`src/rtl/cmt_pkg.sv`:
```
// Shared types for the compare match timer channel.
// Assumes: control/status is 16 bits wide in both flavours.
package cmt_pkg;

    typedef enum logic [1:0] {
        SEL_CTRL = 2'd0,
        SEL_CNT  = 2'd1,
        SEL_CMP  = 2'd2,
        SEL_NONE = 2'd3
    } reg_sel_e;

    // Count tick source: system clock or reference tick, divided by 2**shift
    typedef struct packed {
        logic       from_ref;
        logic [3:0] shift;
    } tick_src_t;

    localparam int CTRL_W = 16;

    // Decode the clock select field into a tick source
    function automatic tick_src_t decode_cks(input logic wide, input logic [2:0] code);
        tick_src_t s;
        s.from_ref = 1'b0;
        s.shift    = 4'd3 + {1'b0, code[1:0], 1'b0};
        if (wide && code[2]) begin
            s.from_ref = 1'b1;
            case (code[1:0])
                2'd0:    s.shift = 4'd3;
                2'd1:    s.shift = 4'd5;
                2'd2:    s.shift = 4'd7;
                default: s.shift = 4'd0;
            endcase
        end
        return s;
    endfunction

endpackage

```
`src/rtl/cmt_prescale.sv`:
```
// Count tick generator. Divides the system clock or the reference tick
// by a power of two picked by the decoded clock select.
// Assumes: both divider counters restart while run is low.
module cmt_prescale
    import cmt_pkg::*;
#(
    parameter int CLK_DIV_W = 9,
    parameter int REF_DIV_W = 7
) (
    input  logic      clk,
    input  logic      rst_n,
    input  logic      run_i,
    input  logic      ref_tick_i,
    input  tick_src_t src_i,
    output logic      cnt_en_o
);

    logic [CLK_DIV_W-1:0] clk_q;
    logic [REF_DIV_W-1:0] ref_q;
    logic [CLK_DIV_W-1:0] clk_mask;
    logic [REF_DIV_W-1:0] ref_mask;
    logic                 clk_hit;
    logic                 ref_hit;

    // Divider counters, held at zero while stopped
    always_ff @(posedge clk) begin
        if (!rst_n || !run_i) begin
            clk_q <= '0;
            ref_q <= '0;
        end else begin
            clk_q <= clk_q + 1'b1;
            if (ref_tick_i) begin
                ref_q <= ref_q + 1'b1;
            end
        end
    end

    // Masks selecting the low divider bits that must all be one
    always_comb begin
        for (int i = 0; i < CLK_DIV_W; i++) begin
            clk_mask[i] = (i < int'(src_i.shift));
        end
        for (int j = 0; j < REF_DIV_W; j++) begin
            ref_mask[j] = (j < int'(src_i.shift));
        end
    end

    // Tick decision for the selected source
    always_comb begin
        clk_hit  = &(clk_q | ~clk_mask);
        ref_hit  = ref_tick_i && (&(ref_q | ~ref_mask));
        cnt_en_o = run_i && (src_i.from_ref ? ref_hit : clk_hit);
    end

    // dividers restart while the channel is stopped
    a_r3_div_restart: assert property (@(posedge clk) disable iff (!rst_n)
        !run_i |=> (clk_q == '0 && ref_q == '0));

endmodule

```
`src/rtl/cmt_counter.sv`:
```
// Counter, compare register and deferred counter-write path.
// Assumes: a counter write lands on the SYNC_TICKS-th reference tick
// after it; a newer write restarts the wait.
module cmt_counter #(
    parameter int CNT_W      = 32,
    parameter int SYNC_TICKS = 2
) (
    input  logic             clk,
    input  logic             rst_n,
    input  logic             run_i,
    input  logic             cnt_en_i,
    input  logic             hold_i,
    input  logic             ref_tick_i,
    input  logic             wr_cnt_i,
    input  logic             wr_cmp_i,
    input  logic [CNT_W-1:0] wdata_i,
    output logic [CNT_W-1:0] cnt_o,
    output logic [CNT_W-1:0] cmp_o,
    output logic             pend_o,
    output logic             match_hit_o,
    output logic             wrap_hit_o
);

    localparam int SW = $clog2(SYNC_TICKS + 1);

    logic [CNT_W-1:0] cnt_q;
    logic [CNT_W-1:0] cmp_q;
    logic [CNT_W-1:0] pend_val_q;
    logic [SW-1:0]    pend_cnt_q;
    logic             pend_q;
    logic             load_w;
    logic             step_w;

    // Decide between deferred load and a normal count
    always_comb begin
        load_w      = pend_q && ref_tick_i && !wr_cnt_i &&
                      (pend_cnt_q == SW'(SYNC_TICKS - 1));
        step_w      = cnt_en_i && !hold_i && !load_w;
        match_hit_o = step_w && (cnt_q == cmp_q);
        wrap_hit_o  = step_w && (cnt_q == '1) && (cnt_q != cmp_q);
    end

    // Deferred counter write: capture value and count reference ticks
    always_ff @(posedge clk) begin
        if (!rst_n) begin
            pend_q     <= 1'b0;
            pend_cnt_q <= '0;
            pend_val_q <= '0;
        end else if (wr_cnt_i) begin
            pend_q     <= 1'b1;
            pend_cnt_q <= '0;
            pend_val_q <= wdata_i;
        end else if (load_w) begin
            pend_q     <= 1'b0;
        end else if (pend_q && ref_tick_i) begin
            pend_cnt_q <= pend_cnt_q + 1'b1;
        end
    end

    // Counter: load, clear on match, or increment
    always_ff @(posedge clk) begin
        if (!rst_n) begin
            cnt_q <= '0;
        end else if (load_w) begin
            cnt_q <= pend_val_q;
        end else if (match_hit_o) begin
            cnt_q <= '0;
        end else if (step_w) begin
            cnt_q <= cnt_q + 1'b1;
        end
    end

    // Compare register, writable at any time
    always_ff @(posedge clk) begin
        if (!rst_n) begin
            cmp_q <= '1;
        end else if (wr_cmp_i) begin
            cmp_q <= wdata_i;
        end
    end

    assign cnt_o  = cnt_q;
    assign cmp_o  = cmp_q;
    assign pend_o = pend_q;

    // without run and without a landing write the counter holds
    a_r2_hold_stopped: assert property (@(posedge clk) disable iff (!rst_n)
        (!run_i && !load_w) |=> $stable(cnt_q));

    // a count at the compare value returns the counter to zero
    a_r4_wrap_zero: assert property (@(posedge clk) disable iff (!rst_n)
        (cnt_en_i && !hold_i && !load_w && cnt_q == cmp_q) |=> (cnt_q == '0));

    // a counter write opens the pending window
    a_r7_pending: assert property (@(posedge clk) disable iff (!rst_n)
        wr_cnt_i |=> pend_q);

    // a held counter does not move unless a write lands
    a_r9_single_hold: assert property (@(posedge clk) disable iff (!rst_n)
        (hold_i && !load_w) |=> $stable(cnt_q));

endmodule

```
`src/rtl/cmt_ctrl.sv`:
```
// Control/status register, flags and interrupt request.
// Assumes: flags clear by writing 0 and a hardware set wins over a clear
// in the same cycle. WIDE selects the 32-bit-counter layout.
module cmt_ctrl
    import cmt_pkg::*;
#(
    parameter bit WIDE = 1'b1
) (
    input  logic              clk,
    input  logic              rst_n,
    input  logic              wr_ctrl_i,
    input  logic [CTRL_W-1:0] wdata_i,
    input  logic              match_hit_i,
    input  logic              wrap_hit_i,
    input  logic              pend_i,
    output logic [CTRL_W-1:0] ctrl_rd_o,
    output tick_src_t         src_o,
    output logic              hold_o,
    output logic              irq_o
);

    localparam int CMF_BIT = WIDE ? 15 : 7;
    localparam int IE_BIT  = WIDE ? 7 : 6;

    logic       cmf_q;
    logic       ovf_q;
    logic       mode_q;
    logic       ie_q;
    logic [1:0] req_q;
    logic [2:0] cks_q;
    logic       unused_wdata;

    assign unused_wdata = ^wdata_i;

    // Flags: hardware set, software clear by writing zero
    always_ff @(posedge clk) begin
        if (!rst_n) begin
            cmf_q <= 1'b0;
            ovf_q <= 1'b0;
        end else begin
            cmf_q <= match_hit_i || (cmf_q && !(wr_ctrl_i && !wdata_i[CMF_BIT]));
            ovf_q <= WIDE && (wrap_hit_i || (ovf_q && !(wr_ctrl_i && !wdata_i[14])));
        end
    end

    // Writable configuration fields
    always_ff @(posedge clk) begin
        if (!rst_n) begin
            mode_q <= 1'b0;
            ie_q   <= 1'b0;
            req_q  <= 2'b00;
            cks_q  <= 3'd0;
        end else if (wr_ctrl_i) begin
            ie_q   <= wdata_i[IE_BIT];
            mode_q <= WIDE ? wdata_i[8] : 1'b0;
            req_q  <= WIDE ? wdata_i[5:4] : 2'b00;
            cks_q  <= WIDE ? wdata_i[2:0] : {1'b0, wdata_i[1:0]};
        end
    end

    // Read-back image per flavour
    generate
        if (WIDE) begin : g_wide
            always_comb begin
                ctrl_rd_o     = '0;
                ctrl_rd_o[15] = cmf_q;
                ctrl_rd_o[14] = ovf_q;
                ctrl_rd_o[13] = pend_i;
                ctrl_rd_o[8]  = mode_q;
                ctrl_rd_o[7]  = ie_q;
                ctrl_rd_o[5:4] = req_q;
                ctrl_rd_o[2:0] = cks_q;
            end
        end else begin : g_narrow
            always_comb begin
                ctrl_rd_o      = '0;
                ctrl_rd_o[7]   = cmf_q;
                ctrl_rd_o[6]   = ie_q;
                ctrl_rd_o[1:0] = cks_q[1:0];
            end
        end
    endgenerate

    // Tick source, single-shot hold and interrupt request
    always_comb begin
        src_o  = decode_cks(WIDE, cks_q);
        hold_o = WIDE && !mode_q && cmf_q;
        irq_o  = cmf_q && (ie_q || (WIDE && req_q == 2'b10));
    end

    // a match always leaves the match flag set
    a_r4_flag_set: assert property (@(posedge clk) disable iff (!rst_n)
        match_hit_i |=> cmf_q);

    // an unmatched wrap sets the overflow flag
    a_r5_overflow: assert property (@(posedge clk) disable iff (!rst_n)
        (WIDE && wrap_hit_i) |=> ovf_q);

    // the request stays up until a control write
    a_r10_irq_hold: assert property (@(posedge clk) disable iff (!rst_n)
        (irq_o && !wr_ctrl_i) |=> irq_o);

endmodule

```
`src/rtl/cmt_channel.sv`:
```
// Top of one compare match timer channel: register decode, read mux,
// prescaler, counter and control. Assumes combinational reads and a
// single write per cycle.
module cmt_channel
    import cmt_pkg::*;
#(
    parameter bit  WIDE       = 1'b1,
    parameter int  SYNC_TICKS = 2,
    localparam int CNT_W      = WIDE ? 32 : 16
) (
    input  logic             clk,
    input  logic             rst_n,
    input  logic             run,
    input  logic             ref_tick,
    input  logic             wr_en,
    input  logic [1:0]       wr_sel,
    input  logic [CNT_W-1:0] wr_data,
    input  logic [1:0]       rd_sel,
    output logic [CNT_W-1:0] rd_data,
    output logic             irq
);

    logic              wr_ctrl;
    logic              wr_cnt;
    logic              wr_cmp;
    logic              cnt_en;
    logic              hold;
    logic              pend;
    logic              match_hit;
    logic              wrap_hit;
    logic [CNT_W-1:0]  cnt;
    logic [CNT_W-1:0]  cmp;
    logic [CTRL_W-1:0] ctrl_rd;
    tick_src_t         src;

    // Write strobe decode
    always_comb begin
        wr_ctrl = wr_en && (reg_sel_e'(wr_sel) == SEL_CTRL);
        wr_cnt  = wr_en && (reg_sel_e'(wr_sel) == SEL_CNT);
        wr_cmp  = wr_en && (reg_sel_e'(wr_sel) == SEL_CMP);
    end

    cmt_prescale u_pre (
        .clk        (clk),
        .rst_n      (rst_n),
        .run_i      (run),
        .ref_tick_i (ref_tick),
        .src_i      (src),
        .cnt_en_o   (cnt_en)
    );

    cmt_counter #(
        .CNT_W      (CNT_W),
        .SYNC_TICKS (SYNC_TICKS)
    ) u_cnt (
        .clk         (clk),
        .rst_n       (rst_n),
        .run_i       (run),
        .cnt_en_i    (cnt_en),
        .hold_i      (hold),
        .ref_tick_i  (ref_tick),
        .wr_cnt_i    (wr_cnt),
        .wr_cmp_i    (wr_cmp),
        .wdata_i     (wr_data),
        .cnt_o       (cnt),
        .cmp_o       (cmp),
        .pend_o      (pend),
        .match_hit_o (match_hit),
        .wrap_hit_o  (wrap_hit)
    );

    cmt_ctrl #(
        .WIDE (WIDE)
    ) u_ctl (
        .clk         (clk),
        .rst_n       (rst_n),
        .wr_ctrl_i   (wr_ctrl),
        .wdata_i     (wr_data[CTRL_W-1:0]),
        .match_hit_i (match_hit),
        .wrap_hit_i  (wrap_hit),
        .pend_i      (pend),
        .ctrl_rd_o   (ctrl_rd),
        .src_o       (src),
        .hold_o      (hold),
        .irq_o       (irq)
    );

    // Read multiplexer
    always_comb begin
        case (reg_sel_e'(rd_sel))
            SEL_CTRL: rd_data = CNT_W'(ctrl_rd);
            SEL_CNT:  rd_data = cnt;
            SEL_CMP:  rd_data = cmp;
            default:  rd_data = '0;
        endcase
    end

    // first cycle out of reset shows the reset image
    a_r1_reset_image: assert property (@(posedge clk) disable iff (!rst_n)
        $rose(rst_n) |-> (cnt == '0 && cmp == '1 && ctrl_rd == '0 && !irq));

endmodule

```
`config.mk`:
```
export PLATFORM = sky130hd
export DESIGN_NAME = cmt_channel
export DESIGN_NICKNAME = d
export VERILOG_FILES = /design/src/rtl/cmt_pkg.sv /design/src/rtl/cmt_prescale.sv /design/src/rtl/cmt_counter.sv /design/src/rtl/cmt_ctrl.sv /design/src/rtl/cmt_channel.sv
export SDC_FILE = /design/constraint.sdc
export NUM_CORES = 1
export LEC_CHECK = 0
export BUFFER_PORTS_ARGS = -buffer_cell sky130_fd_sc_hd__buf_2
export CORE_ASPECT_RATIO = 0.9
export CORE_UTILIZATION = 53
export DETAILED_ROUTE_END_ITERATION = 10
export PLACE_DENSITY_LB_ADDON = 0.25
export SKIP_CTS_REPAIR_TIMING = 1
export SLEW_MARGIN = 20
export SYNTH_ARGS = -nofsm -noshare
export SYNTH_HDL_FRONTEND = slang
export SYNTH_SLANG_ARGS = --single-unit
```
`constraint.sdc`:
```
create_clock -name clk -period 2.01 [get_ports clk]
set_input_delay 0.402 -clock clk [delete_from_list [all_inputs] [get_ports clk]]
set_output_delay 0.402 -clock clk [all_outputs]
set_load 0.02 [all_outputs]
```
* Word level (Yosys, flattened, before mapping)
Index checks and enable logic that the tools add are counted.
** Storage, ports and cells
- Bits in registers :: 124
- Input port bits :: 41
** Operators by class
- Bitwise gates (word level) :: 6
- Equal/unequal tests :: 11
- Reduce and logical (&&, ||, !) cells :: 42
- $add $sub $neg :: 5
- $lt $le $gt $ge :: 9
- Muxes and demuxes :: 9
** Operator list (number)
- $mux 32 :: 3
- $pmux 32 s3 :: 1
- $add 32x1->32 const B :: 1
- $eq 32x32->1 :: 1
- $eq 32x32->1 const B :: 1
- $ne 32x32->1 :: 1
- $logic_and 1x1->1 :: 19
- $lt 3x4->1 const A :: 4
- $logic_not 1->1 :: 10
- $add 9x1->9 const B :: 1
- $not 9->9 :: 1
- $or 9x9->9 :: 1
- $pmux 3 s3 :: 1
- $reduce_and 9->1 :: 1
- $eq 2x1->1 const B :: 4
- $eq 2x2->1 const B :: 4
- $lt 1x4->1 const A :: 2
- $lt 2x4->1 const A :: 2
- $add 7x1->7 const B :: 1
- $not 7->7 :: 1
- $or 7x7->7 :: 1
- $reduce_and 7->1 :: 1
- $logic_not 2->1 :: 3
- $mux 5 :: 1
- 10 further kinds :: 16

* Longest topological paths before layout
Gate-level depths: netlist of run 1.
- Word-level depth :: 15
- Mapped depth :: 11
- Gate-level depth less buffers :: 8

* By module
Synthesis of run 1 repeated with hierarchy kept, for this count alone.
** Second synthesis, totals
- Cell total of the unflattened synthesis :: 785
- Area, all modules :: 6817.8 um2
** Modules (own cells, without submodules)
- cmt_counter :: cells each 567, instances 1, seq. area each 1981.9 um2, area each 4890.9 um2
- cmt_prescale :: cells each 100, instances 1, seq. area each 320.3 um2, area each 823.3 um2
- cmt_channel :: cells each 63, instances 1, seq. area each 0.0 um2, area each 573.0 um2
- cmt_ctrl :: cells each 55, instances 1, seq. area each 180.2 um2, area each 530.5 um2

* Worst setup path after synthesis of run 1
No wires, ideal clock.
- Path type :: register to register
- From :: register u_ctl.cks_q[0]
- To :: register u_cnt.cnt_q[11], in the netlist u_cnt.cnt_o[11]
- Buffers on the path :: 2
- Arrival time :: 2.063 ns
- Setup time :: 0.128 ns
- Period minus slack after synthesis :: 2.191 ns
- Stages on the path, launching flop included :: 11
- Path slack :: -0.181 ns
- Cell sequence :: dfxtp_1 -> inv_1 -> ha_1 -> or2_1 -> a22oi_1 -> a31oi_2 -> and2_4 -> buf_6 -> buf_6 -> a222oi_1 -> nor2_1
** On the way
- Cells in the longest elaborated chain, start to end :: 15
- Elaborated cells between the ends (all ways) :: 30
- Those cells by class :: add/sub (1); order compare (9); eq/ne (2); mux (5); bitwise (4); reduce/logical (9)
** Ends and longest elaborated chain
- from (decl) :: line cmt_ctrl.sv:30 : logic [2:0] cks_q;
- from (signal assigned) :: line cmt_ctrl.sv:57 : cks_q <= WIDE ? wdata_i[2:0] : {1'b0, wdata_i[1:0]};
- $eq 2x2->1 (tied with other cells) :: line cmt_pkg.sv:27 : case (code[1:0])
- $pmux 3 s3 :: line cmt_pkg.sv:27
- $mux 5 * :: line cmt_pkg.sv:25 : if (wide && code[2]) begin
- $lt 1x4->1 (tied with other cells) :: line cmt_prescale.sv:41, cmt_prescale.sv:44
- $not 7->7 :: line cmt_prescale.sv:51 : ref_hit = ref_tick_i && (&(ref_q | ~ref_mask));
- $or 7x7->7 :: line cmt_prescale.sv:51
- $reduce_and 7->1 :: line cmt_prescale.sv:51
- $logic_and 1x1->1 :: line cmt_prescale.sv:51
- $mux 1 * :: line cmt_prescale.sv:52 : cnt_en_o = run_i && (src_i.from_ref ? ref_hit : clk_hit);
- $logic_and 1x1->1 * :: line cmt_prescale.sv:52
- $logic_and 1x1->1 * (2 in series) :: line cmt_counter.sv:38 : step_w = cnt_en_i && !hold_i && !load_w;
- $logic_and 1x1->1 :: line cmt_counter.sv:39 : match_hit_o = step_w && (cnt_q == cmp_q);
- $mux 32 :: line cmt_counter.sv:66 : end else if (match_hit_o) begin
- $mux 32 :: line cmt_counter.sv:64 : end else if (load_w) begin
- to (signal assigned) :: line cmt_counter.sv:65 : cnt_q <= pend_val_q;
- to (signal assigned) :: line cmt_counter.sv:69 : cnt_q <= cnt_q + 1'b1;
- to (decl) :: line cmt_counter.sv:26 : logic [CNT_W-1:0] cnt_q;
Every way passes the cells marked *; elsewhere a longest branch is shown, timed or not.
A chain may end at the register's enable or synchronous reset.

* Worst setup path after layout of run 1
- From :: register u_ctl.cks_q[0]
- To :: register u_ctl.ovf_q
** On the way
- Cells in the longest elaborated chain, start to end :: 15
- Elaborated cells between the ends (all ways) :: 29
- Those cells by class :: add/sub (1); order compare (9); eq/ne (2); mux (3); bitwise (4); reduce/logical (10)
** Ends and longest elaborated chain
- $eq 2x2->1 (tied with other cells) :: line cmt_pkg.sv:27
- $pmux 3 s3 :: line cmt_pkg.sv:27
- $mux 5 * :: line cmt_pkg.sv:25
- $lt 1x4->1 (tied with other cells) :: line cmt_prescale.sv:41, cmt_prescale.sv:44
- $not 7->7 :: line cmt_prescale.sv:51
- $or 7x7->7 :: line cmt_prescale.sv:51
- $reduce_and 7->1 :: line cmt_prescale.sv:51
- $logic_and 1x1->1 :: line cmt_prescale.sv:51
- $mux 1 * :: line cmt_prescale.sv:52
- $logic_and 1x1->1 * :: line cmt_prescale.sv:52
- $logic_and 1x1->1 * (2 in series) :: line cmt_counter.sv:38
- $logic_and 1x1->1 * (2 in series) :: line cmt_counter.sv:40 : wrap_hit_o = step_w && (cnt_q == '1) && (cnt_q != cmp_q);
- $logic_or 1x1->1 * :: line cmt_ctrl.sv:42 : ovf_q <= WIDE && (wrap_hit_i || (ovf_q && !(wr_ctrl_i && !wdata_i[14])));
- to (signal assigned) :: line cmt_ctrl.sv:42
- to (decl) :: line cmt_ctrl.sv:26 : logic ovf_q;
Marked as above.

==> impl_metrics.prom, run 1 <==
# TYPE chip_impl_metric gauge
chip_impl_metric{name="syn2layout_area_growth",unit="%"} 26.3
chip_impl_metric{name="syn-cell-area",unit="mm²"} 0.00632
chip_impl_info{name="synth_area_leader",value="sky130_fd_sc_hd__dfxtp_1"} 1
chip_impl_metric{name="global_route.overflow_total",unit=""} 0
chip_impl_metric{name="crit_path_max_fanout",unit=""} 8
chip_impl_info{name="path_delay_family",value="compound AO/OA/AOI/OAI gates"} 1
chip_impl_info{name="final_common_cell",value="sky130_fd_sc_hd__nand2_1"} 1
chip_impl_metric{name="period_share",unit="%"} 110
chip_impl_metric{name="grt_start_max_net_pins",unit=""} 72
chip_impl_info{name="cp_startpoint",value="u_ctl.cks_q[0]"} 1
chip_impl_metric{name="post_synthesis_async_set_or_reset_flop_share",unit="%"} 0
chip_impl_metric{name="synth-simple-area-share",unit="%"} 26.2
chip_impl_info{name="hold_path_startpoint",value="wr_data[6]"} 1
chip_impl_metric{name="design_area",unit="mm²"} 0.00798
chip_impl_metric{name="power_leakage",unit="nW"} 3.37
chip_impl_info{name="tritoncts_clock_tree",value="built"} 1
chip_impl_metric{name="clock_power_share",unit="%"} 47.6
chip_impl_metric{name="grt_pass1_vias",unit=""} 5998
chip_impl_metric{name="dpl-instance-area",unit="mm²"} 0.00733
chip_impl_info{name="outcome",value="finished, violations left"} 1
chip_impl_metric{name="power.ir.vdd_worst",unit="V"} 0.000571
chip_impl_metric{name="synth-seq-cells",unit=""} 124
chip_impl_metric{name="synth_compound_gate_area_share",unit="%"} 17.2
chip_impl_info{name="critical_path.endpoint_type",value="flop"} 1
chip_impl_metric{name="finClkSkew",unit="ps"} 8.22
chip_impl_metric{name="die-area",unit="mm²"} 0.0124
chip_impl_metric{name="path_depth",unit=""} 9
chip_impl_metric{name="place_hpwl",unit="mm"} 13.1
chip_impl_metric{name="post_synth_mux_area_share",unit="%"} 2.69
chip_impl_metric{name="worst_slew_pin_slew",unit="ps"} 546
chip_impl_metric{name="synth_top_area_share",unit="%"} 39.3
chip_impl_metric{name="synth_enable_flop_cells",unit=""} 0
chip_impl_info{name="worst_r2r_startpoint",value="u_ctl.cks_q[0]"} 1
chip_impl_metric{name="route.detailed.drc",unit=""} 0
chip_impl_metric{name="antenna_violating_nets_post_route",unit=""} 0
chip_impl_metric{name="timing.final.crit_period",unit="ps"} 2220
chip_impl_metric{name="fill_cells",unit=""} 919
chip_impl_metric{name="drtPass1Iterations",unit=""} 8
chip_impl_metric{name="ys_types",unit=""} 60
chip_impl_metric{name="antennaDiodeCount",unit=""} 0
chip_impl_info{name="synth_top_flop_cell",value="sky130_fd_sc_hd__dfxtp_1"} 1
chip_impl_metric{name="core_region_area",unit="mm²"} 0.0115
chip_impl_metric{name="synth_sequential_area_ratio",unit="%"} 39.3
chip_impl_info{name="crit_path_top_delay_cell",value="sky130_fd_sc_hd__dfxtp_4"} 1
chip_impl_metric{name="post_route_cells_drive_above_1_share",unit="%"} 24.8
chip_impl_metric{name="die_h",unit="µm"} 106
chip_impl_metric{name="switching_power",unit="mW"} 1.50
chip_impl_metric{name="yosys.area_share.adder",unit="%"} 1.39
chip_impl_metric{name="worst_slew_margin_rel",unit="%"} 63.5
chip_impl_info{name="crit_chain",value="inv_4 -> ha_4 -> or2_1 -> a22oi_2 -> and4_4 -> a2bb2oi_4 -> buf_6 -> nand3_1 -> a21oi_1"} 1
chip_impl_metric{name="preCtsSetupSlack",unit="ps"} -177
chip_impl_metric{name="cts_buffers",unit=""} 17
chip_impl_info{name="rsz_0062_raised_after_global_routing",value="true"} 1
chip_impl_metric{name="fmaxAchievable",unit="MHz"} 451
chip_impl_metric{name="synth_area_per_cell",unit="µm²"} 8.09
chip_impl_info{name="critPathKind",value="reg2reg"} 1
chip_impl_metric{name="minimum_setup_slack_among_reg_to_reg_paths",unit="ps"} -210
chip_impl_info{name="hold_path_class",value="in2reg"} 1
chip_impl_info{name="clock_tree.root_cell",value="sky130_fd_sc_hd__clkbuf_16"} 1
chip_impl_metric{name="gr-usage-all-layers",unit="%"} 32.6
chip_impl_metric{name="antenna_found_initial",unit=""} 0
chip_impl_metric{name="grt_pass1_wl",unit="mm"} 30.6
chip_impl_metric{name="clk-insertion-delay-late",unit="ps"} 420
chip_impl_metric{name="reg2reg_depth",unit=""} 9
chip_impl_metric{name="final_net_count",unit=""} 945
chip_impl_metric{name="drt_iter0_drc",unit=""} 775
chip_impl_metric{name="detailed_route_wl",unit="mm"} 19.2
chip_impl_metric{name="power_switching_share",unit="%"} 25.2
chip_impl_metric{name="synthXorXnorAreaFrac",unit="%"} 8.18
chip_impl_metric{name="post_layout_nonfiller_instances",unit=""} 1066
chip_impl_metric{name="ioPinCount",unit=""} 74
chip_impl_metric{name="finalWeightedCongestion",unit=""} 0.955
chip_impl_info{name="setup.worst_path.start_class",value="flop"} 1
chip_impl_metric{name="power.density_cell_area",unit="mW/mm²"} 746
chip_impl_metric{name="setup_viol_count_final",unit=""} 33
chip_impl_info{name="netlist_top_cells_area",value="sky130_fd_sc_hd__dfxtp_1, sky130_fd_sc_hd__nand2_1, sky130_fd_sc_hd__xnor2_1, sky130_fd_sc_hd__a21oi_1, sky130_fd_sc_hd__nand3_1"} 1
chip_impl_metric{name="dp.cells",unit=""} 1029
chip_impl_metric{name="maxSlewViolCount",unit=""} 0
chip_impl_metric{name="buffer_ports.inserted",unit=""} 73
chip_impl_metric{name="wl_per_cell",unit="µm"} 18.0
chip_impl_metric{name="timing.final.hold_violations",unit=""} 0
chip_impl_metric{name="final.setup.tns",unit="ps"} -3940
chip_impl_metric{name="power_frac_seq",unit="%"} 43.4
chip_impl_metric{name="deepest_level_of_the_cts_h_tree",unit=""} 4
chip_impl_metric{name="clock_path_buffers",unit=""} 2
chip_impl_metric{name="whs_path_depth",unit=""} 3
chip_impl_metric{name="sinks_on_the_clock_net",unit=""} 124
chip_impl_metric{name="fp.dieW",unit="µm"} 117
chip_impl_metric{name="num_vias",unit=""} 6276
chip_impl_info{name="dominant_combinational_cell_family_by_area_after_synthesis",value="simple AND/OR/NAND/NOR gates"} 1
chip_impl_metric{name="floorplan.initialDensity",unit="%"} 54.8
chip_impl_info{name="most-common-layout-cells",value="sky130_fd_sc_hd__nand2_1, sky130_fd_sc_hd__dfxtp_1, sky130_fd_sc_hd__buf_4"} 1
chip_impl_metric{name="drv_cap",unit=""} 0
chip_impl_metric{name="routed_via_density",unit=""} 5.89
chip_impl_metric{name="critical_path.max_stage_delay",unit="ps"} 370
chip_impl_metric{name="cts.reportedPaths.clkPinSlew",unit="ps"} 60
chip_impl_metric{name="synthesis.nets",unit=""} 829
chip_impl_metric{name="worst_slack",unit="ps"} -208
chip_impl_metric{name="post_synth_inst_count",unit=""} 781
chip_impl_metric{name="worst-endpoint-arrival",unit="ps"} 2550
chip_impl_metric{name="crit_buf_inv",unit=""} 2
chip_impl_metric{name="floorplan.rows",unit=""} 37
chip_impl_metric{name="combPwrFrac",unit="%"} 9.0
chip_impl_metric{name="worst-endpoint-required",unit="ps"} 2340
chip_impl_metric{name="synth.yosys.warnings",unit=""} 0
chip_impl_metric{name="p_int",unit="mW"} 4.45
chip_impl_info{name="failed_checks",value="setup timing"} 1
[power by group through the flow]
stage / clock network [mW] / registers (mW) / logic [mW]
2_1_floorplan: 0 / 2.62 / 0.309
3_3_place_gp: 0 / 2.63 / 0.508
3_5_place_dp: 0 / 2.63 / 0.522
4_1_cts: 2.86 / 2.58 / 0.525
5_1_grt: 2.96 / 2.59 / 0.581
6_report: 2.83 / 2.58 / 0.537
[area by class of cell]
cell class,instances,area (µm²),area share [%]
Multi-Input combinational cell,585,3590,45.0
Clock inverter,11,95.1,1.19
Sequential cell,124,2490,31.2
Timing Repair Buffer,161,1130,14.1
Clock buffer,21,450,5.65
Tap cell,156,195,2.45
Inverter,8,32.5,0.408
[tightest hold or removal path, stage by stage]
cell and delay (ps):
sky130_fd_sc_hd__buf_2 90, sky130_fd_sc_hd__nand2_1 40, sky130_fd_sc_hd__nand3_1 60
[through the flow]
stage	hold WS, ps	power (mW)	utilization, %
3_5_place_dp	449	3.16	63.6
3_3_place_gp	443	3.14	63.6
4_1_cts	203	5.96	68.3
5_1_grt	208	6.13	69.2
6_report	207	5.95	69.2
2_1_floorplan	432	2.93	-
[state kept, by name, indices dropped and copies added (netlist names)]
signal	count
u_ctl.cmf_q	1
u_cnt.cnt_o	32
u_pre.clk_q	9
u_ctl.mode_q	1
u_ctl.req_q	2
u_ctl.ovf_q	1
u_ctl.cks_q	3
u_ctl.ie_q	1
u_pre.ref_q	7
u_cnt.pend_val_q	32
u_cnt.cmp_o	32
u_cnt.pend_o	1
u_cnt.pend_cnt_q	2
[cells in the mapped netlist, types with 2 or more instances]
library cell               instances
sky130_fd_sc_hd__o21a_1            4
sky130_fd_sc_hd__a22o_1           22
sky130_fd_sc_hd__buf_2            10
sky130_fd_sc_hd__xor2_1           12
sky130_fd_sc_hd__nand4_1          24
sky130_fd_sc_hd__clkbuf_1         45
sky130_fd_sc_hd__a21oi_1          56
sky130_fd_sc_hd__or3_1             2
sky130_fd_sc_hd__o21ai_0          24
sky130_fd_sc_hd__o211ai_1          2
sky130_fd_sc_hd__dfxtp_1         124
sky130_fd_sc_hd__o31a_1            2
sky130_fd_sc_hd__a311oi_1          2
sky130_fd_sc_hd__nand2_1         161
sky130_fd_sc_hd__a222oi_1         14
sky130_fd_sc_hd__ha_1              7
sky130_fd_sc_hd__buf_6             3
sky130_fd_sc_hd__nor2b_1           8
sky130_fd_sc_hd__and3_1           11
sky130_fd_sc_hd__nor2_1           56
sky130_fd_sc_hd__inv_1             7
sky130_fd_sc_hd__mux2i_1          17
sky130_fd_sc_hd__nor4_4            3
sky130_fd_sc_hd__clkbuf_2          3
sky130_fd_sc_hd__and2_1            8
sky130_fd_sc_hd__nor3b_1           2
sky130_fd_sc_hd__buf_4             2
sky130_fd_sc_hd__and4_1            4
sky130_fd_sc_hd__nor3_1            4
sky130_fd_sc_hd__nand3_1          49
sky130_fd_sc_hd__and3b_1           2
sky130_fd_sc_hd__a22oi_1          14
sky130_fd_sc_hd__nand3_2           2
sky130_fd_sc_hd__a211oi_1          3
sky130_fd_sc_hd__xnor2_1          47
[final timing paths]
kind | end
worst max-delay path | u_ctl.ovf_q
worst min-delay path | u_cnt.cmp_o[6]
worst max register to register | u_ctl.ovf_q
worst min register to register | u_cnt.pend_val_q[1]
[metal layers]
metal / GRT usage (%) / vias to the layer above / share of wire, %
met1: 42.6 / 2969 / 41
met5: 0 / - / 0
met3: 7.71 / 42 / 9.6
met2: 51.5 / 310 / 47
li1: - / 2955 / -
met4: 12.9 / 0 / 2.4
[cell families (layout without fill, tap and decap cells)]
group | after synthesis | after routing
flip-flops | 124 | 124
AND/OR/NAND/NOR | 347 | 347
buffers and inverters | 72 | 201
XOR/XNOR | 59 | 59
adder cells (fa/ha/maj) | 7 | 7
multiplexers | 17 | 17
AO/OA/AOI/OAI | 155 | 155
Note: power is estimated with default switching activity, not from simulation.
==> run 2: changes to the inputs <==
--- a/config.mk
+++ b/config.mk
@@ -9,6 +9,7 @@
 export CORE_ASPECT_RATIO = 0.9
 export CORE_UTILIZATION = 53
 export DETAILED_ROUTE_END_ITERATION = 10
+export GPL_TIMING_DRIVEN = 0
 export PLACE_DENSITY_LB_ADDON = 0.25
 export SKIP_CTS_REPAIR_TIMING = 1
 export SLEW_MARGIN = 20
==> run 2 against run 1 <==
Effect of this change: the run still ends with setup timing left; clock-buffer cell count rose by 1; clock skew shrank 2.5 ps; register-to-register slack worse by 170 ps; sequential power about the same; critical path type unchanged; largest cell class unchanged; largest power group unchanged.
==> impl_metrics.prom, run 2 (synthesized netlist as in run 1, its figures left out) <==
# TYPE chip_impl_metric gauge
chip_impl_info{name="outcome",value="finished, violations left"} 1
chip_impl_info{name="failed_checks",value="setup timing"} 1
chip_impl_info{name="rsz_0062_raised_after_global_routing",value="true"} 1
chip_impl_metric{name="finClkSkew",unit="ps"} 5.71
chip_impl_info{name="most-common-layout-cells",value="sky130_fd_sc_hd__nand2_1, sky130_fd_sc_hd__dfxtp_1, sky130_fd_sc_hd__buf_2"} 1
chip_impl_info{name="critical_path.endpoint_type",value="flop"} 1
chip_impl_metric{name="cts_buffers",unit=""} 17
chip_impl_metric{name="design_area",unit="mm²"} 0.00785
chip_impl_metric{name="power.density_cell_area",unit="mW/mm²"} 825
chip_impl_metric{name="post_route_cells_drive_above_1_share",unit="%"} 21.4
chip_impl_metric{name="drt_iter0_drc",unit=""} 765
chip_impl_metric{name="worst-endpoint-arrival",unit="ps"} 2670
chip_impl_metric{name="cts.reportedPaths.clkPinSlew",unit="ps"} 60
chip_impl_info{name="path_delay_family",value="simple AND/OR/NAND/NOR gates"} 1
chip_impl_info{name="tritoncts_clock_tree",value="built"} 1
chip_impl_metric{name="dpl-instance-area",unit="mm²"} 0.00690
chip_impl_metric{name="antenna_found_initial",unit=""} 0
chip_impl_metric{name="floorplan.rows",unit=""} 37
chip_impl_metric{name="antennaDiodeCount",unit=""} 0
chip_impl_info{name="final_common_cell",value="sky130_fd_sc_hd__nand2_1"} 1
chip_impl_metric{name="fmaxAchievable",unit="MHz"} 418
chip_impl_metric{name="power_leakage",unit="nW"} 3.24
chip_impl_metric{name="worst-endpoint-required",unit="ps"} 2290
chip_impl_metric{name="critical_path.max_stage_delay",unit="ps"} 460
chip_impl_metric{name="worst_slew_pin_slew",unit="ps"} 741
chip_impl_metric{name="buffer_ports.inserted",unit=""} 72
chip_impl_metric{name="core_region_area",unit="mm²"} 0.0115
chip_impl_metric{name="fill_cells",unit=""} 924
chip_impl_metric{name="power.ir.vdd_worst",unit="V"} 0.000615
chip_impl_metric{name="clk-insertion-delay-late",unit="ps"} 420
chip_impl_metric{name="place_hpwl",unit="mm"} 14.0
chip_impl_metric{name="gr-usage-all-layers",unit="%"} 33.7
chip_impl_info{name="crit_chain",value="xnor2_1 -> nand4_1 -> nor4_4 -> a2bb2oi_4 -> buf_4 -> a222oi_1 -> nor2_1"} 1
chip_impl_metric{name="timing.final.hold_violations",unit=""} 0
chip_impl_metric{name="deepest_level_of_the_cts_h_tree",unit=""} 4
chip_impl_metric{name="sinks_on_the_clock_net",unit=""} 124
chip_impl_metric{name="preCtsSetupSlack",unit="ps"} -482
chip_impl_metric{name="drv_cap",unit=""} 0
chip_impl_metric{name="final_net_count",unit=""} 927
chip_impl_info{name="crit_path_top_delay_cell",value="sky130_fd_sc_hd__nor4_4"} 1
chip_impl_metric{name="floorplan.initialDensity",unit="%"} 54.8
chip_impl_metric{name="antenna_violating_nets_post_route",unit=""} 0
chip_impl_metric{name="ioPinCount",unit=""} 74
chip_impl_info{name="setup.worst_path.start_class",value="flop"} 1
chip_impl_metric{name="worst_slack",unit="ps"} -381
chip_impl_metric{name="fp.dieW",unit="µm"} 117
chip_impl_metric{name="clock_path_buffers",unit=""} 2
chip_impl_metric{name="routed_via_density",unit=""} 6.22
chip_impl_metric{name="route.detailed.drc",unit=""} 0
chip_impl_metric{name="grt_pass1_wl",unit="mm"} 30.8
chip_impl_info{name="critPathKind",value="reg2reg"} 1
chip_impl_metric{name="die-area",unit="mm²"} 0.0124
chip_impl_metric{name="grt_start_max_net_pins",unit=""} 17
chip_impl_metric{name="timing.final.crit_period",unit="ps"} 2390
chip_impl_metric{name="worst_slew_margin_rel",unit="%"} 50.6
chip_impl_metric{name="wl_per_cell",unit="µm"} 20.1
chip_impl_metric{name="period_share",unit="%"} 119
chip_impl_metric{name="global_route.overflow_total",unit=""} 0
chip_impl_metric{name="crit_buf_inv",unit=""} 1
chip_impl_metric{name="drtPass1Iterations",unit=""} 6
chip_impl_metric{name="detailed_route_wl",unit="mm"} 21.1
chip_impl_metric{name="syn2layout_area_growth",unit="%"} 24.3
chip_impl_metric{name="die_h",unit="µm"} 106
chip_impl_info{name="clock_tree.root_cell",value="sky130_fd_sc_hd__clkbuf_16"} 1
chip_impl_metric{name="finalWeightedCongestion",unit=""} 0.938
chip_impl_metric{name="num_vias",unit=""} 6523
chip_impl_info{name="hold_path_class",value="in2reg"} 1
chip_impl_metric{name="timing.hold.ws",unit="ps"} 205
chip_impl_metric{name="crit_path_max_fanout",unit=""} 6
chip_impl_metric{name="grt_pass1_vias",unit=""} 6018
chip_impl_metric{name="setup_viol_count_final",unit=""} 33
chip_impl_metric{name="maxSlewViolCount",unit=""} 0
run 2: changes by cell type in the layout (fill, tap and decap cells not counted), moves of 3 or more:
cell,delta
sky130_fd_sc_hd__bufinv_16,+3
sky130_fd_sc_hd__a21oi_2,+4
sky130_fd_sc_hd__buf_6,+3
sky130_fd_sc_hd__clkbuf_1,+30
sky130_fd_sc_hd__buf_12,-5
sky130_fd_sc_hd__clkbuf_2,+6
sky130_fd_sc_hd__o21ai_0,-5
sky130_fd_sc_hd__clkbuf_8,+3
sky130_fd_sc_hd__buf_4,-66
sky130_fd_sc_hd__buf_2,+8
sky130_fd_sc_hd__a21oi_1,-4
sky130_fd_sc_hd__o21ai_2,+6
sky130_fd_sc_hd__xnor2_1,-3
run 2: worst paths after layout:
kind	start	endpoint	slack, ps	cells after the start
worst max-delay path	u_cnt.cnt_o[23]	u_cnt.cnt_o[29]	-380	7
worst min-delay path	wr_data[18]	u_cnt.cmp_o[18]	200	3
worst max register to register	u_cnt.cnt_o[23]	u_cnt.cnt_o[29]	-380	7
worst min register to register	u_cnt.pend_val_q[9]	u_cnt.pend_val_q[9]	460	2
run 2: cell type report:
cell class | instances | area (µm²) | share of cell area (%)
plain buffers | 57 | 314 | 4.00
clock inverters | 10 | 160 | 2.04
repair buffers | 85 | 483 | 6.15
well taps | 156 | 195 | 2.49
clock buffers | 22 | 484 | 6.17
inverters | 8 | 35.0 | 0.446
flip-flops and latches | 124 | 2490 | 31.7
multi-input cells | 586 | 3690 | 47.0
run 2: per-stage QoR:
stage               cells  utilization [%]  TNS [ps]  power (mW)
finish               1048             68.1    -10180        6.48
CTS                  1041             65.4    -15610        6.45
floorplan             781                -     -21.6        2.93
global route         1048             68.1    -12230        6.64
global placement     1009             59.8    -14670        3.13
detailed placement   1009             59.8    -15320        3.14
run 2: tightest hold or removal path, cell delays in order:
cell and delay, ps:
sky130_fd_sc_hd__buf_2 80, sky130_fd_sc_hd__nand2_1 40, sky130_fd_sc_hd__nand3_1 60
run 2: routing by layer:
metal	vias to the layer above	wire length [µm]	global-route usage, %
li1	2927	-	-
met1	3064	8380	42.9
met2	441	9370	52.6
met3	91	2380	8.74
met4	0	980	16.1
met5	-	0	0
run 2: report_power, final:
group          switching [mW]  internal, mW
clock                    1.15          2.21
sequential             0.0639          2.52
combinational           0.344         0.191
total                    1.55          4.92
